`src/rtl/wdt_pkg.sv`:
```
package wdt_pkg;
    localparam logic [7:0] WDT_KEY = 8'h55;

    typedef enum logic {
        WS_RUN   = 1'b0,
        WS_PULSE = 1'b1
    } wdt_state_e;

    typedef enum logic [1:0] {
        CAUSE_NONE    = 2'd0,
        CAUSE_TIMEOUT = 2'd1,
        CAUSE_RESUME  = 2'd2,
        CAUSE_EXT     = 2'd3
    } wdt_cause_e;
endpackage

```
`src/rtl/wdt_ext_filter.sv`:
```
module wdt_ext_filter #(
    parameter int EXT_MIN = 10
) (
    input  logic clk,
    input  logic por_n,
    input  logic ext_rst_n,
    output logic accept
);
    localparam int CW = $clog2(EXT_MIN + 1);

    logic [CW-1:0] low_q;

    // Count consecutive low cycles; saturate so a held pin fires once.
    always_ff @(posedge clk or negedge por_n) begin
        if (!por_n)
            low_q <= '0;
        else if (ext_rst_n)
            low_q <= '0;
        else if (low_q != CW'(EXT_MIN))
            low_q <= low_q + 1'b1;
    end

    assign accept = !ext_rst_n && (low_q == CW'(EXT_MIN - 1));

    p_accept_once_r9: assert property (@(posedge clk) disable iff (!por_n)
        accept |=> !accept);
endmodule

```
`src/rtl/wdt_timeout_ctr.sv`:
```
module wdt_timeout_ctr #(
    parameter int LIMIT = 900000
) (
    input  logic clk,
    input  logic por_n,
    input  logic run,
    input  logic kick,
    output logic expire
);
    localparam int CW = $clog2(LIMIT);

    logic [CW-1:0] cnt_q;

    assign expire = run && !kick && (cnt_q == CW'(LIMIT - 1));

    always_ff @(posedge clk or negedge por_n) begin
        if (!por_n)
            cnt_q <= '0;
        else if (!run || kick || expire)
            cnt_q <= '0;
        else
            cnt_q <= cnt_q + 1'b1;
    end

    p_cnt_bounded_r2: assert property (@(posedge clk) disable iff (!por_n)
        cnt_q < CW'(LIMIT));
    p_kick_restart_r3: assert property (@(posedge clk) disable iff (!por_n)
        (run && kick) |=> (cnt_q == '0));
endmodule

```
`src/rtl/wdt_seq.sv`:
```
module wdt_seq
    import wdt_pkg::*;
#(
    parameter int PULSE_LEN = 16
) (
    input  logic       clk,
    input  logic       por_n,
    input  logic       expire,
    input  logic       resume_req,
    input  logic       ext_acc,
    output wdt_state_e state,
    output logic       fire,
    output wdt_cause_e cause,
    output logic       sys_rst
);
    localparam int PW = $clog2(PULSE_LEN);

    wdt_state_e    state_q, state_d;
    logic [PW-1:0] pcnt_q;

    // State register and pulse counter
    always_ff @(posedge clk or negedge por_n) begin
        if (!por_n) begin
            state_q <= WS_PULSE;
            pcnt_q  <= '0;
        end else begin
            state_q <= state_d;
            pcnt_q  <= (state_q == WS_PULSE && state_d == WS_PULSE) ? pcnt_q + 1'b1 : '0;
        end
    end

    // Next state: FIRE and RELEASE
    always_comb begin
        state_d = state_q;
        unique case (state_q)
            WS_RUN:   if (fire) state_d = WS_PULSE;
            WS_PULSE: if (pcnt_q == PW'(PULSE_LEN - 1)) state_d = WS_RUN;
        endcase
    end

    // Outputs: cause priority external > resume > timeout
    always_comb begin
        if (ext_acc)         cause = CAUSE_EXT;
        else if (resume_req) cause = CAUSE_RESUME;
        else if (expire)     cause = CAUSE_TIMEOUT;
        else                 cause = CAUSE_NONE;
        fire    = (state_q == WS_RUN) && (cause != CAUSE_NONE);
        sys_rst = (state_q == WS_PULSE);
    end

    assign state = state_q;

    p_pulse_len_r5: assert property (@(posedge clk) disable iff (!por_n)
        (state_q == WS_PULSE && pcnt_q == PW'(PULSE_LEN - 1)) |=> (state_q == WS_RUN));
    p_timeout_fires_r2: assert property (@(posedge clk) disable iff (!por_n)
        (state_q == WS_RUN && expire) |=> (state_q == WS_PULSE));
    p_pulse_starts_clean_r5: assert property (@(posedge clk) disable iff (!por_n)
        $rose(sys_rst) |-> (pcnt_q == '0));
endmodule

```
`src/rtl/wdt_flags.sv`:
```
module wdt_flags
    import wdt_pkg::*;
(
    input  logic       clk,
    input  logic       por_n,
    input  logic       fire,
    input  wdt_cause_e cause,
    input  logic       frozen,
    input  logic       wr_flag,
    input  logic [1:0] wr_bits,
    output logic [1:0] flags
);
    logic [1:0] flags_q;

    always_ff @(posedge clk or negedge por_n) begin
        if (!por_n)
            flags_q <= 2'b10;
        else if (fire) begin
            unique case (cause)
                CAUSE_EXT:     flags_q <= 2'b10;
                CAUSE_RESUME:  flags_q <= {flags_q[1], 1'b1};
                CAUSE_TIMEOUT: flags_q <= {flags_q[1], 1'b0};
                default:       flags_q <= flags_q;
            endcase
        end else if (!frozen && wr_flag)
            flags_q <= flags_q & wr_bits;
    end

    assign flags = flags_q;

    p_sw_clear_only_r8: assert property (@(posedge clk) disable iff (!por_n)
        (wr_flag && !fire) |=> ((flags_q & ~$past(flags_q)) == 2'b00));
    p_pulse_frozen_r10: assert property (@(posedge clk) disable iff (!por_n)
        frozen |=> $stable(flags_q));
endmodule

```
`src/rtl/keyed_wdt.sv`:
```
module keyed_wdt
    import wdt_pkg::*;
#(
    parameter int WDT_CYCLES = 900000,
    parameter int PULSE_LEN  = 16,
    parameter int EXT_MIN    = 10
) (
    input  logic       clk,
    input  logic       por_n,
    input  logic       ext_rst_n,
    input  logic       resume_req,
    input  logic       wr_en,
    input  logic       wr_sel,
    input  logic [7:0] wr_data,
    output logic       sys_rst,
    output logic [1:0] rst_flags
);
    wdt_state_e state;
    wdt_cause_e cause;
    logic       fire, expire, ext_acc, running, kick, wr_flag;

    assign running = (state == WS_RUN);
    assign kick    = wr_en && !wr_sel && (wr_data == WDT_KEY);
    assign wr_flag = wr_en && wr_sel;

    wdt_ext_filter #(.EXT_MIN(EXT_MIN)) u_filter (
        .clk(clk), .por_n(por_n), .ext_rst_n(ext_rst_n), .accept(ext_acc)
    );

    wdt_timeout_ctr #(.LIMIT(WDT_CYCLES)) u_ctr (
        .clk(clk), .por_n(por_n), .run(running), .kick(kick), .expire(expire)
    );

    wdt_seq #(.PULSE_LEN(PULSE_LEN)) u_seq (
        .clk(clk), .por_n(por_n), .expire(expire), .resume_req(resume_req),
        .ext_acc(ext_acc), .state(state), .fire(fire), .cause(cause), .sys_rst(sys_rst)
    );

    wdt_flags u_flags (
        .clk(clk), .por_n(por_n), .fire(fire), .cause(cause), .frozen(sys_rst),
        .wr_flag(wr_flag), .wr_bits(wr_data[1:0]), .flags(rst_flags)
    );

    p_no_disable_r4: assert property (@(posedge clk) disable iff (!por_n)
        (running && expire) |=> sys_rst);
endmodule

```
`config.mk`:
```
export PLATFORM = sky130hd
export DESIGN_NAME = keyed_wdt
export DESIGN_NICKNAME = d
export VERILOG_FILES = /design/src/rtl/wdt_pkg.sv /design/src/rtl/wdt_ext_filter.sv /design/src/rtl/wdt_timeout_ctr.sv /design/src/rtl/wdt_seq.sv /design/src/rtl/wdt_flags.sv /design/src/rtl/keyed_wdt.sv
export SDC_FILE = /design/constraint.sdc
export NUM_CORES = 1
export LEC_CHECK = 0
export BUFFER_PORTS_ARGS = -buffer_cell sky130_fd_sc_hd__buf_4
export CAP_MARGIN = 10
export CORE_UTILIZATION = 30
export CTS_CLUSTER_SIZE = 20
export DETAILED_ROUTE_END_ITERATION = 6
export SKIP_CTS_REPAIR_TIMING = 1
export SYNTH_ARGS = -nofsm -noshare
export SYNTH_HDL_FRONTEND = slang
export SYNTH_SLANG_ARGS = --single-unit
```
`constraint.sdc`:
```
create_clock -name clk -period 2.64 [get_ports clk]
set_input_delay 0.264 -clock clk [delete_from_list [all_inputs] [get_ports clk]]
set_output_delay 0.264 -clock clk [all_outputs]
set_load 0.03 [all_outputs]
```
==> results of run 1 <==
[area by class of cell]
cell class                      count  share of cell area
Sequential cell                    31               0.390
Multi-Input combinational cell    129               0.434
Timing Repair Buffer               20              0.0765
Clock inverter                      1             0.00251
Inverter                            8              0.0150
Clock buffer                        7              0.0382
Tap cell                           70              0.0439
[critical path, delay by kind of cell (launching register included)]
kind	cells	cell delay (ns)
flip-flops	1	0.37
AND/OR/NAND/NOR	3	0.92
adder cells (fa/ha/maj)	1	0.25
AO/OA/AOI/OAI	3	0.82
[power by group through the flow]
stage | clock (mW) | combinational, mW | sequential (mW)
global route | 0.379 | 0.261 | 0.597
detailed placement | 0 | 0.222 | 0.595
finish | 0.342 | 0.222 | 0.585
CTS | 0.353 | 0.224 | 0.587
global placement | 0 | 0.218 | 0.596
floorplan | 0 | 0.148 | 0.597
[flip-flops by register name (all words and copies together), names as in the netlist]
register and cells:
u_ctr.cnt_q 20, u_filter.low_q 4, u_flags.flags 2, u_seq.pcnt_q 4
u_seq.state 1
[cell usage in the layout, fill, tap and decap left out, types with 3 or more instances in the layout]
| master | instances |
|---|---|
| sky130_fd_sc_hd__dfrtp_1 | 29 |
| sky130_fd_sc_hd__xnor2_1 | 10 |
| sky130_fd_sc_hd__nand3b_1 | 3 |
| sky130_fd_sc_hd__nand3_1 | 12 |
| sky130_fd_sc_hd__nor2_1 | 22 |
| sky130_fd_sc_hd__inv_1 | 8 |
| sky130_fd_sc_hd__or3_1 | 5 |
| sky130_fd_sc_hd__nor4_1 | 4 |
| sky130_fd_sc_hd__a21oi_1 | 8 |
| sky130_fd_sc_hd__xor2_1 | 6 |
| sky130_fd_sc_hd__nand2_1 | 8 |
| sky130_fd_sc_hd__ha_1 | 9 |
| sky130_fd_sc_hd__buf_4 | 19 |
| sky130_fd_sc_hd__nand4_1 | 5 |
| sky130_fd_sc_hd__clkbuf_8 | 5 |
| sky130_fd_sc_hd__or4_1 | 3 |
| sky130_fd_sc_hd__nor2b_1 | 3 |
| sky130_fd_sc_hd__o21ai_0 | 8 |
[routing by layer]
metal | vias to the layer above | routed length, µm | part of all wire | global-route usage
li1 | 658 | - | - | -
met1 | 610 | 1570 | 0.51 | 0.158
met2 | 12 | 1400 | 0.45 | 0.188
met3 | 5 | 101 | 0.033 | 0.0429
met4 | 0 | 35 | 0.011 | 0.0404
met5 | - | 0 | 0 | 0
[metrics by stage]
stage / cell area [µm²] / total power, mW
4_1_cts: 1970 / 1.16
3_5_place_dp: 1890 / 0.817
3_3_place_gp: 1890 / 0.813
5_1_grt: 2000 / 1.24
6_report: 2000 / 1.15
2_1_floorplan: 1680 / 0.746
[final timing paths]
check,slack [ns],startpoint,endpoint
max,0.16,u_ctr.cnt_q[5],u_flags.flags[0]
min,0.18,ext_rst_n,u_filter.low_q[0]
max reg2reg,0.16,u_ctr.cnt_q[5],u_flags.flags[0]
min reg2reg,0.48,u_seq.pcnt_q[0],u_seq.pcnt_q[0]
max in group asynchronous,1.86,por_n,u_flags.flags[1]
min in group asynchronous,0.46,por_n,u_seq.pcnt_q[2]
[kinds of logic after synthesis]
group / after synthesis
AOI/OAI and AO/OA: 24
xor gates and xnor gates: 16
adders and majority gates: 9
buffers and inverters: 11
DFF: 31
muxes: 1
and+or+nand+nor: 79
==> summary.txt, run 1 <==
Status
  • Status: complete, no violations

Placed design
  • Final HPWL from detailed placement: 2240 µm
  • Setup slack after placement: 0.0238 ns
  • Port bufs: 16
  • Inst Count DP: 257
  • Routability Congestion: 0.719

Routing
  • Number of nets with antenna violations after detailed routing: 0
  • Detail-routed net length per standard cell: 11.7 µm
  • Detailed-router iteration count before antenna repair: 4
  • Routed Wire Length: 3100 µm
  • Number of DRC violations after detailed routing: 0
  • DR iter-0 viols: 71
  • Vias per Instance: 4.83
  • Overall via count from detail_route: 1285

GRT
  • Wire length of the first global-routing pass: 5710 µm
  • Via count of the first global-routing pass: 1303
  • Residual overflow from global routing: 0
  • Total Routing Usage GR: 0.122
  • Largest net degree at the start of global routing: 32
  • Initial antenna violation count: 0

Timing
  • Final critical-path share of the clock period: 0.939
  • Total negative slack for setup checks: 0 ns
  • Count of final max-slew check failures: 0
  • Max_slew headroom: 0.740
  • Endpoints failing hold: 0
  • Achievable frequency: 0.404 GHz
  • Post-route setup slack: 0.162 ns
  • Minimum period implied by the final worst setup slack: 2.48 ns
  • Worst setup skew after layout: 0.00303 ns
  • Worst slack on hold paths: 0.176 ns
  • Unrepaired setup endpoints after global routing: no
  • Worst-margin pin slew: 0.389 ns
  • Number of setup violations in the final report: 0

Power and ir drop
  • Part of the total power dissipated in combinational logic: 0.193
  • Switching Power: 331 µW
  • Fraction of power consumed by the clock network: 0.297
  • Design internal power: 818 µW
  • Power Density: 576 nW/µm²
  • Leakage power of the design: 0.811 nW
  • Relative contribution of sequential cells to total power: 0.510
  • Switching part of the total: 0.288
  • Worst voltage drop across the vdd grid: 0.252 mV

Setup path
  • Cells on worst reg2reg path: 7
  • Kind of end point of the critical path: flip-flop
  • CP Cell Sequence: or4_1, nor4_2, nand3_1, o31a_1, ha_1, a221o_1, a32o_1
  • Critical path class: reg -> reg
  • Cell at the slowest stage of the critical path: sky130_fd_sc_hd__or4_1
  • Startpoint type of the worst setup path: flip-flop
  • Highest fanout seen on the critical path: 4
  • Peak per-stage delay on the critical path: 0.55 ns
  • CP required: 2.80 ns
  • Worst endpoint data arrival time: 2.64 ns

Synth
  • Proportion of register bits with asynchronous set or reset after synthesis: 1.00
  • Synthesized Nets: 194
  • Count leader, synth: sky130_fd_sc_hd__dfrtp_1
  • Count of distinct cell types in the synthesized netlist: 35
  • Sequential cell area fraction in the yosys report: 0.463
  • Commonest cells post-synth: sky130_fd_sc_hd__dfrtp_1 (29), sky130_fd_sc_hd__nor2_1 (23), sky130_fd_sc_hd__nand3_1 (12)
  • Leading post-synthesis cells by cell area: sky130_fd_sc_hd__dfrtp_1 (43%), sky130_fd_sc_hd__ha_1 (6.7%), sky130_fd_sc_hd__xnor2_1 (5.2%), sky130_fd_sc_hd__nor2_1 (5.1%), sky130_fd_sc_hd__nand3_1 (3.6%)
  • Number of enable-type register cells in the synthesized netlist: 0
  • Post-synthesis mux area share: 0.00596
  • Most common flop cell mapped by yosys: sky130_fd_sc_hd__dfrtp_1
  • Summed instance area of the synthesized netlist: 1680 µm²
  • Fraction of the mapped netlist area in simple logic gates: 0.262
  • XOR/XNOR share of the synthesized area: 0.0835
  • Gate count after technology mapping: 171
  • Top cell type's share of synthesized area: 0.432
  • Synth Area in Adders: 0.0671
  • Synthesized area divided by synthesized cell count: 9.82 µm²
  • Count of state elements after synthesis: 31
  • Most area-hungry cell type in the Yosys netlist: sky130_fd_sc_hd__dfrtp_1
  • Compound-cell area share of the yosys netlist: 0.0894
  • Dominant combinational cell family by area after synthesis: simple AND/OR/NAND/NOR gates
  • Count of yosys warnings during synthesis: 0

Layout
  • Final-layout fill cell count: 523
  • Register cell area after layout: 778 µm²
  • Utilization after layout: 0.381
  • Layout cells sized above 1: 0.179
  • Multi-input combinational cell area: 866 µm²
  • P&R area growth vs syn: 18.9%
  • Layout Cells excl Fill: 266
  • Nets: 218
  • # diodes: 0

Floorplanning
  • Effective utilization at floorplan: 0.321
  • Chip height: 76.8 µm
  • Cell Rows: 26
  • Core Area: 5240 µm²
  • DIE WIDTH: 76.8 µm
  • IO Count: 17
  • Overall die area: 5900 µm²

Clock network
  • CTS tree: done
  • Clock H-tree levels: 2
  • Number of buffers created by CTS: 5
  • Worst-skew pair later-pin latency: 0.27 ns
  • Buffer depth of the longest clock path: 2
  • Clock slew seen by the registers of the worst setup and hold paths: 0.06 ns
  • Number of clock sinks: 31
  • Root cell of the clock tree: sky130_fd_sc_hd__clkbuf_8

Hold path
  • Min-delay worst type: in -> reg
  • Number of instances on the worst hold path: 2

Job
  • Max-cap check violation count: 0
(Power assumes the default switching activity.)
==> run 2: changes to the inputs <==
RECOVER_POWER = 25   (was not set)
SKIP_CTS_REPAIR_TIMING = not set   (was 1)
==> run 2 against run 1 <==
Compared with the run above:
- routed wire length decreased by 0.16%
- the flow now finishes with violations (max-capacitance violations, max-slew violations)
- fmax about the same
- sequential power about the same
- flip-flop and latch count unchanged
- utilization decreased by 0.072 points
- die area unchanged
- first-iteration DRC count unchanged
- via count unchanged
- total power about the same
- register-to-register slack about the same
- cell area decreased by 0.19%
==> summary.txt, run 2 (same netlist as run 1, synthesis figures left out) <==
Status
  • Status: finished, violations left
  • Violations in the final reports: max-capacitance violations, max-slew violations

Power and ir drop
  • Switching part of the total: 0.288 (about the same)
  • Worst voltage drop across the vdd grid: 0.247 mV (-2.1%)
  • Fraction of power consumed by the clock network: 0.298 (about the same)
  • Leakage power of the design: 0.807 nW (-0.45%)
  • Part of the total power dissipated in combinational logic: 0.192 (about the same)
  • Switching Power: 331 µW (about the same)
  • Relative contribution of sequential cells to total power: 0.510 (about the same)
  • Power Density: 576 nW/µm² (+0.12%)
  • Design internal power: 817 µW (about the same)

Timing
  • Worst slack on hold paths: 0.176 ns (unchanged)
  • Worst-margin pin slew: 1.63 ns (+1.24 ns)
  • Minimum period implied by the final worst setup slack: 2.48 ns (+0.00119 ns)
  • Count of final max-slew check failures: 32 (+32)
  • Endpoints failing hold: 0 (unchanged)
  • Unrepaired setup endpoints after global routing: no
  • Achievable frequency: 0.403 GHz (about the same)
  • Worst setup skew after layout: 0.00303 ns (unchanged)
  • Number of setup violations in the final report: 0 (unchanged)
  • Post-route setup slack: 0.161 ns (-0.00119 ns)
  • Total negative slack for setup checks: 0 ns (unchanged)
  • Final critical-path share of the clock period: 0.939 (about the same)
  • Max_slew headroom: -0.0893 (-0.830)

Clock network
  • Number of clock sinks: 31 (unchanged)
  • Clock H-tree levels: 2 (unchanged)
  • Root cell of the clock tree: sky130_fd_sc_hd__clkbuf_8
  • CTS tree: done
  • Worst-skew pair later-pin latency: 0.27 ns (about the same)
  • Buffer depth of the longest clock path: 2 (unchanged)
  • Clock slew seen by the registers of the worst setup and hold paths: 0.06 ns (about the same)
  • Number of buffers created by CTS: 5 (unchanged)

Routing
  • Number of nets with antenna violations after detailed routing: 0 (unchanged)
  • DR iter-0 viols: 71 (unchanged)
  • Routed Wire Length: 3100 µm (-0.16%)
  • Detail-routed net length per standard cell: 11.6 µm (-0.16%)
  • Overall via count from detail_route: 1285 (unchanged)
  • Detailed-router iteration count before antenna repair: 4 (unchanged)
  • Vias per Instance: 4.83 (unchanged)
  • Number of DRC violations after detailed routing: 0 (unchanged)

Setup path
  • CP top delay family: simple AND/OR/NAND/NOR gates
  • CP required: 2.80 ns (about the same)
  • Worst endpoint data arrival time: 2.64 ns (about the same)
  • Cell at the slowest stage of the critical path: sky130_fd_sc_hd__or4_1
  • Buf+Inv Stages, Crit Path: 0 (unchanged)
  • Critical path class: reg -> reg
  • Startpoint type of the worst setup path: flip-flop
  • CP Cell Sequence: or4_1, nor4_2, nand3_1, o31a_1, ha_1, a221o_1, a32o_1
  • Kind of end point of the critical path: flip-flop
  • Highest fanout seen on the critical path: 4 (unchanged)
  • Peak per-stage delay on the critical path: 0.55 ns (about the same)
  • Number of stages on the worst setup path: 7 (unchanged)
  • Cells on worst reg2reg path: 7 (unchanged)

Hold path
  • Number of instances on the worst hold path: 2 (unchanged)
  • Min-delay worst type: in -> reg

Layout
  • Nets: 218 (unchanged)
  • Layout cells sized above 1: 0.173 (-0.00510)
  • Utilization after layout: 0.380 (-0.000717)
  • Commonest non-fill, non-tap cell in the layout: sky130_fd_sc_hd__dfrtp_1
  • Flip-flop count of the largest register after layout: 20 (unchanged)
  • Final-layout fill cell count: 525 (+0.38%)
  • # diodes: 0 (unchanged)
  • Highest-count cells in the layout ignoring fill and taps: sky130_fd_sc_hd__dfrtp_1 (29), sky130_fd_sc_hd__nor2_1 (22), sky130_fd_sc_hd__buf_4 (18)
  • Largest registers: u_ctr.cnt_q: 20 flops, u_filter.low_q: 4 flops, u_seq.pcnt_q: 4 flops
  • Largest Register: u_ctr.cnt_q
  • P&R area growth vs syn: 18.6%

Placed design
  • Setup slack after placement: 0.0238 ns (unchanged)
  • Final HPWL from detailed placement: 2240 µm (unchanged)
  • Routability Congestion: 0.719 (unchanged)
  • Port bufs: 16 (unchanged)

Job
  • Max-cap check violation count: 1 (+1)

GRT
  • Wire length of the first global-routing pass: 5710 µm (unchanged)
  • Total Routing Usage GR: 0.122 (unchanged)
  • Via count of the first global-routing pass: 1303 (unchanged)
  • Largest net degree at the start of global routing: 32 (unchanged)
  • Initial antenna violation count: 0 (unchanged)
  • Residual overflow from global routing: 0 (unchanged)

Floorplanning
  • Chip height: 76.8 µm (unchanged)
  • Core Area: 5240 µm² (unchanged)
  • IO Count: 17 (unchanged)
  • DIE WIDTH: 76.8 µm (unchanged)
  • Cell Rows: 26 (unchanged)
  • Effective utilization at floorplan: 0.321 (unchanged)
  • Overall die area: 5900 µm² (unchanged)
run 2: power groups by stage:
stage               combinational [mW]  clock, mW  sequential (mW)
finish                           0.221      0.342            0.585
global route                     0.260      0.379            0.597
CTS                              0.225      0.353            0.587
detailed placement               0.222          0            0.595
global placement                 0.218          0            0.596
floorplan                        0.148          0            0.597
run 2: metrics by stage:
| stage | std cells | area (µm²) | power (mW) |
|---|---|---|---|
| global placement | 257 | 1890 | 0.813 |
| finish | 266 | 1990 | 1.15 |
| floorplan | 171 | 1680 | 0.746 |
| global route | 266 | 1990 | 1.24 |
| CTS | 266 | 1980 | 1.17 |
| detailed placement | 257 | 1890 | 0.817 |
run 2: area by class of cell:
type                    count  area, µm²  area share
well taps                  70       87.6      0.0440
flip-flops and latches     31        778       0.391
inverters                   8       30.0      0.0151
clock buffers               7       76.3      0.0383
repair buffers             20        149      0.0747
multi-input cells         129        866       0.435
clock inverters             1       5.00     0.00251
run 2: path summary, 6_finish.rpt:
check	startpoint	endpoint	slack (ns)
worst max-delay path	u_ctr.cnt_q[5]	u_flags.flags[0]	0.16
worst min-delay path	ext_rst_n	u_filter.low_q[0]	0.18
worst max register to register	u_ctr.cnt_q[5]	u_flags.flags[0]	0.16
worst min register to register	u_seq.pcnt_q[0]	u_seq.pcnt_q[0]	0.48
max in group asynchronous	por_n	u_ctr.cnt_q[3]	0.75
min in group asynchronous	por_n	u_seq.pcnt_q[2]	0.94
run 2: timing repair:
action,4_1_cts,5_1_grt
hold buffers,1,0
endpoints found under the hold margin,29,0
setup buffers,0,0
endpoints found under the setup margin,0,2
resized for setup,0,3
run 2: per-layer routing:
metal	global-route usage	wire length (µm)	vias to the layer above
met4	0.0404	35	0
met1	0.158	1560	610
met2	0.188	1400	12
met5	0	0	-
li1	-	-	658
met3	0.0429	101	5
==> run 3: changes to the inputs <==
CELL_PAD_IN_SITES_DETAIL_PLACEMENT = 1   (was not set)
CELL_PAD_IN_SITES_GLOBAL_PLACEMENT = 2   (was not set)
PLACE_DENSITY_LB_ADDON = 0.1   (was not set)
==> run 3 against run 2 <==
Compared with the run above:
- the flow still finishes with violations (max-capacitance violations, max-slew violations)
- die area unchanged
- clock skew increased by 0.0014 ns
- non-clock buffer count unchanged
- via count increased by 6.3%
- global-route usage increased by 2.3 points
- worst setup slack improved by 0.031 ns
- critical path type unchanged
==> summary.txt, run 3 (same netlist as run 1, synthesis figures left out) <==
GRT
  • Via count of the first global-routing pass: 1447 (+11%)
  • Largest net degree at the start of global routing: 32 (unchanged)
  • Total Routing Usage GR: 0.145 (+0.0232)
  • Residual overflow from global routing: 0 (unchanged)
  • Initial antenna violation count: 0 (unchanged)
  • Wire length of the first global-routing pass: 6800 µm (+19%)

Routing
  • Routed Wire Length: 3800 µm (+23%)
  • Detailed-router iteration count before antenna repair: 4 (unchanged)
  • Detail-routed net length per standard cell: 14.3 µm (+23%)
  • DR iter-0 viols: 15 (-79%)
  • Number of nets with antenna violations after detailed routing: 0 (unchanged)
  • Number of DRC violations after detailed routing: 0 (unchanged)
  • Vias per Instance: 5.14 (+6.3%)
  • Overall via count from detail_route: 1366 (+6.3%)

Timing
  • Count of final max-slew check failures: 32 (unchanged)
  • Post-route setup slack: 0.192 ns (+0.0308 ns)
  • Final critical-path share of the clock period: 0.927 (-0.0117)
  • Unrepaired setup endpoints after global routing: no
  • Total negative slack for setup checks: 0 ns (unchanged)
  • Endpoints failing hold: 0 (unchanged)
  • Achievable frequency: 0.408 GHz (+1.3%)
  • Worst setup skew after layout: 0.00441 ns (+0.00138 ns)
  • Worst-margin pin slew: 1.70 ns (+0.0616 ns)
  • Minimum period implied by the final worst setup slack: 2.45 ns (-0.0308 ns)
  • Max_slew headroom: -0.130 (-0.0411)
  • Worst slack on hold paths: 0.164 ns (-0.0122 ns)
  • Number of setup violations in the final report: 0 (unchanged)

Clock network
  • Clock slew seen by the registers of the worst setup and hold paths: 0.06 ns (about the same)
  • Number of clock sinks: 31 (unchanged)
  • Number of buffers created by CTS: 5 (unchanged)
  • Root cell of the clock tree: sky130_fd_sc_hd__clkbuf_8
  • Clock H-tree levels: 2 (unchanged)
  • Buffer depth of the longest clock path: 2 (unchanged)
  • Worst-skew pair later-pin latency: 0.28 ns (about the same)
  • CTS tree: done

Power and ir drop
  • Worst voltage drop across the vdd grid: 0.225 mV (-8.9%)
  • Leakage power of the design: 0.826 nW (+2.3%)
  • Power Density: 642 nW/µm² (+11%)

Status
  • Status: finished, violations left
  • Violations in the final reports: max-capacitance violations, max-slew violations

Setup path
  • Worst endpoint data arrival time: 2.62 ns (-0.02 ns)
  • Startpoint type of the worst setup path: flip-flop
  • Peak per-stage delay on the critical path: 0.53 ns (-0.02 ns)
  • Cells on worst reg2reg path: 7 (unchanged)
  • Highest fanout seen on the critical path: 4 (unchanged)
  • Worst setup path startpoint: u_ctr.cnt_q[5]
  • CP required: 2.81 ns (about the same)
  • Worst flop-to-flop path endpoint: u_flags.flags[0]
  • CP top delay family: simple AND/OR/NAND/NOR gates
  • Kind of end point of the critical path: flip-flop
  • Worst reg2reg setup slack: 0.19 ns (+0.03 ns)
  • Critical path class: reg -> reg
  • Cell at the slowest stage of the critical path: sky130_fd_sc_hd__or4_1
  • CP Cell Sequence: or4_1, nor4_2, nand3_1, o31a_1, ha_1, a221o_1, a32o_1
  • Timing endpoint of the critical path: u_flags.flags[0]
  • Startpoint of the worst register-to-register path: u_ctr.cnt_q[5]
  • Number of stages on the worst setup path: 7 (unchanged)
  • Buf+Inv Stages, Crit Path: 0 (unchanged)

Layout
  • Total non-filler cell area in the finished layout: 2030 µm² (+1.8%)
  • Flip-flop count of the largest register after layout: 20 (unchanged)
  • P&R area growth vs syn: 20.8%
  • Largest Register: u_ctr.cnt_q
  • Layout cells sized above 1: 0.184 (+0.0102)
  • Largest registers: u_ctr.cnt_q: 20 flops, u_filter.low_q: 4 flops, u_seq.pcnt_q: 4 flops
  • Commonest non-fill, non-tap cell in the layout: sky130_fd_sc_hd__dfrtp_1
  • Nets: 218 (unchanged)
  • Highest-count cells in the layout ignoring fill and taps: sky130_fd_sc_hd__dfrtp_1 (29), sky130_fd_sc_hd__nor2_1 (22), sky130_fd_sc_hd__buf_4 (18)
  • # diodes: 0 (unchanged)
  • Layout Cells excl Fill: 266 (unchanged)

Placed design
  • Post-Place Cell Area: 1890 µm² (unchanged)
  • Routability Congestion: 0.748 (+4.1%)
  • Port bufs: 16 (unchanged)
  • Inst Count DP: 257 (unchanged)
  • Setup slack after placement: 0.109 ns (+0.0853 ns)
  • Final HPWL from detailed placement: 2860 µm (+27%)

Job
  • Max-cap check violation count: 1 (unchanged)

Floorplanning
  • Effective utilization at floorplan: 0.321 (unchanged)
  • Core Area: 5240 µm² (unchanged)
  • DIE WIDTH: 76.8 µm (unchanged)
  • Overall die area: 5900 µm² (unchanged)
  • Chip height: 76.8 µm (unchanged)
  • Cell Rows: 26 (unchanged)
  • IO Count: 17 (unchanged)

Hold path
  • Min-delay worst type: in -> reg
-- run 3: repair_timing --
action                                 4_1_cts  5_1_grt
endpoints found under the hold margin       29        0
setup endpoints to repair                    0        2
gates resized for setup                      0        3
setup buffers                                0        0
hold buffers                                 1        0
-- run 3: layout make-up --
cell class,instances,area (µm²)
Tap cell,70,87.6
Fill cell,608,3210
Timing Repair Buffer,20,149
Multi-Input combinational cell,129,866
Clock buffer,6,82.6
Sequential cell,31,778
Clock inverter,2,35.0
Inverter,8,30.0
-- run 3: report_power, final --
part	internal [mW]	switching (mW)	total [mW]
Sequential	0.530	0.0585	0.589
Clock	0.305	0.181	0.486
Combinational	0.103	0.125	0.228
-- run 3: metal layers --
metal	up-vias	share of wire	track usage
met5	-	0	0
met4	0	0.014	0.0519
met3	7	0.024	0.0333
met2	11	0.51	0.253
met1	695	0.46	0.173
li1	653	-	-
-- run 3: worst min path at each step --
stage / start / end / depth (start not counted)
after floorplan: por_n / u_ctr.cnt_q[0] / 0
after global placement: por_n / u_seq.pcnt_q[0] / 1
after detailed placement: por_n / u_seq.pcnt_q[1] / 1
after CTS: ext_rst_n / u_filter.low_q[0] / 2
after global routing: ext_rst_n / u_filter.low_q[0] / 2
final: ext_rst_n / u_filter.low_q[0] / 2
-- run 3: through the flow --
stage	util	total power, mW
floorplan	-	0.746
global placement	0.361	0.814
detailed placement	0.361	0.830
CTS	0.385	1.33
global route	0.387	1.39
finish	0.387	1.30
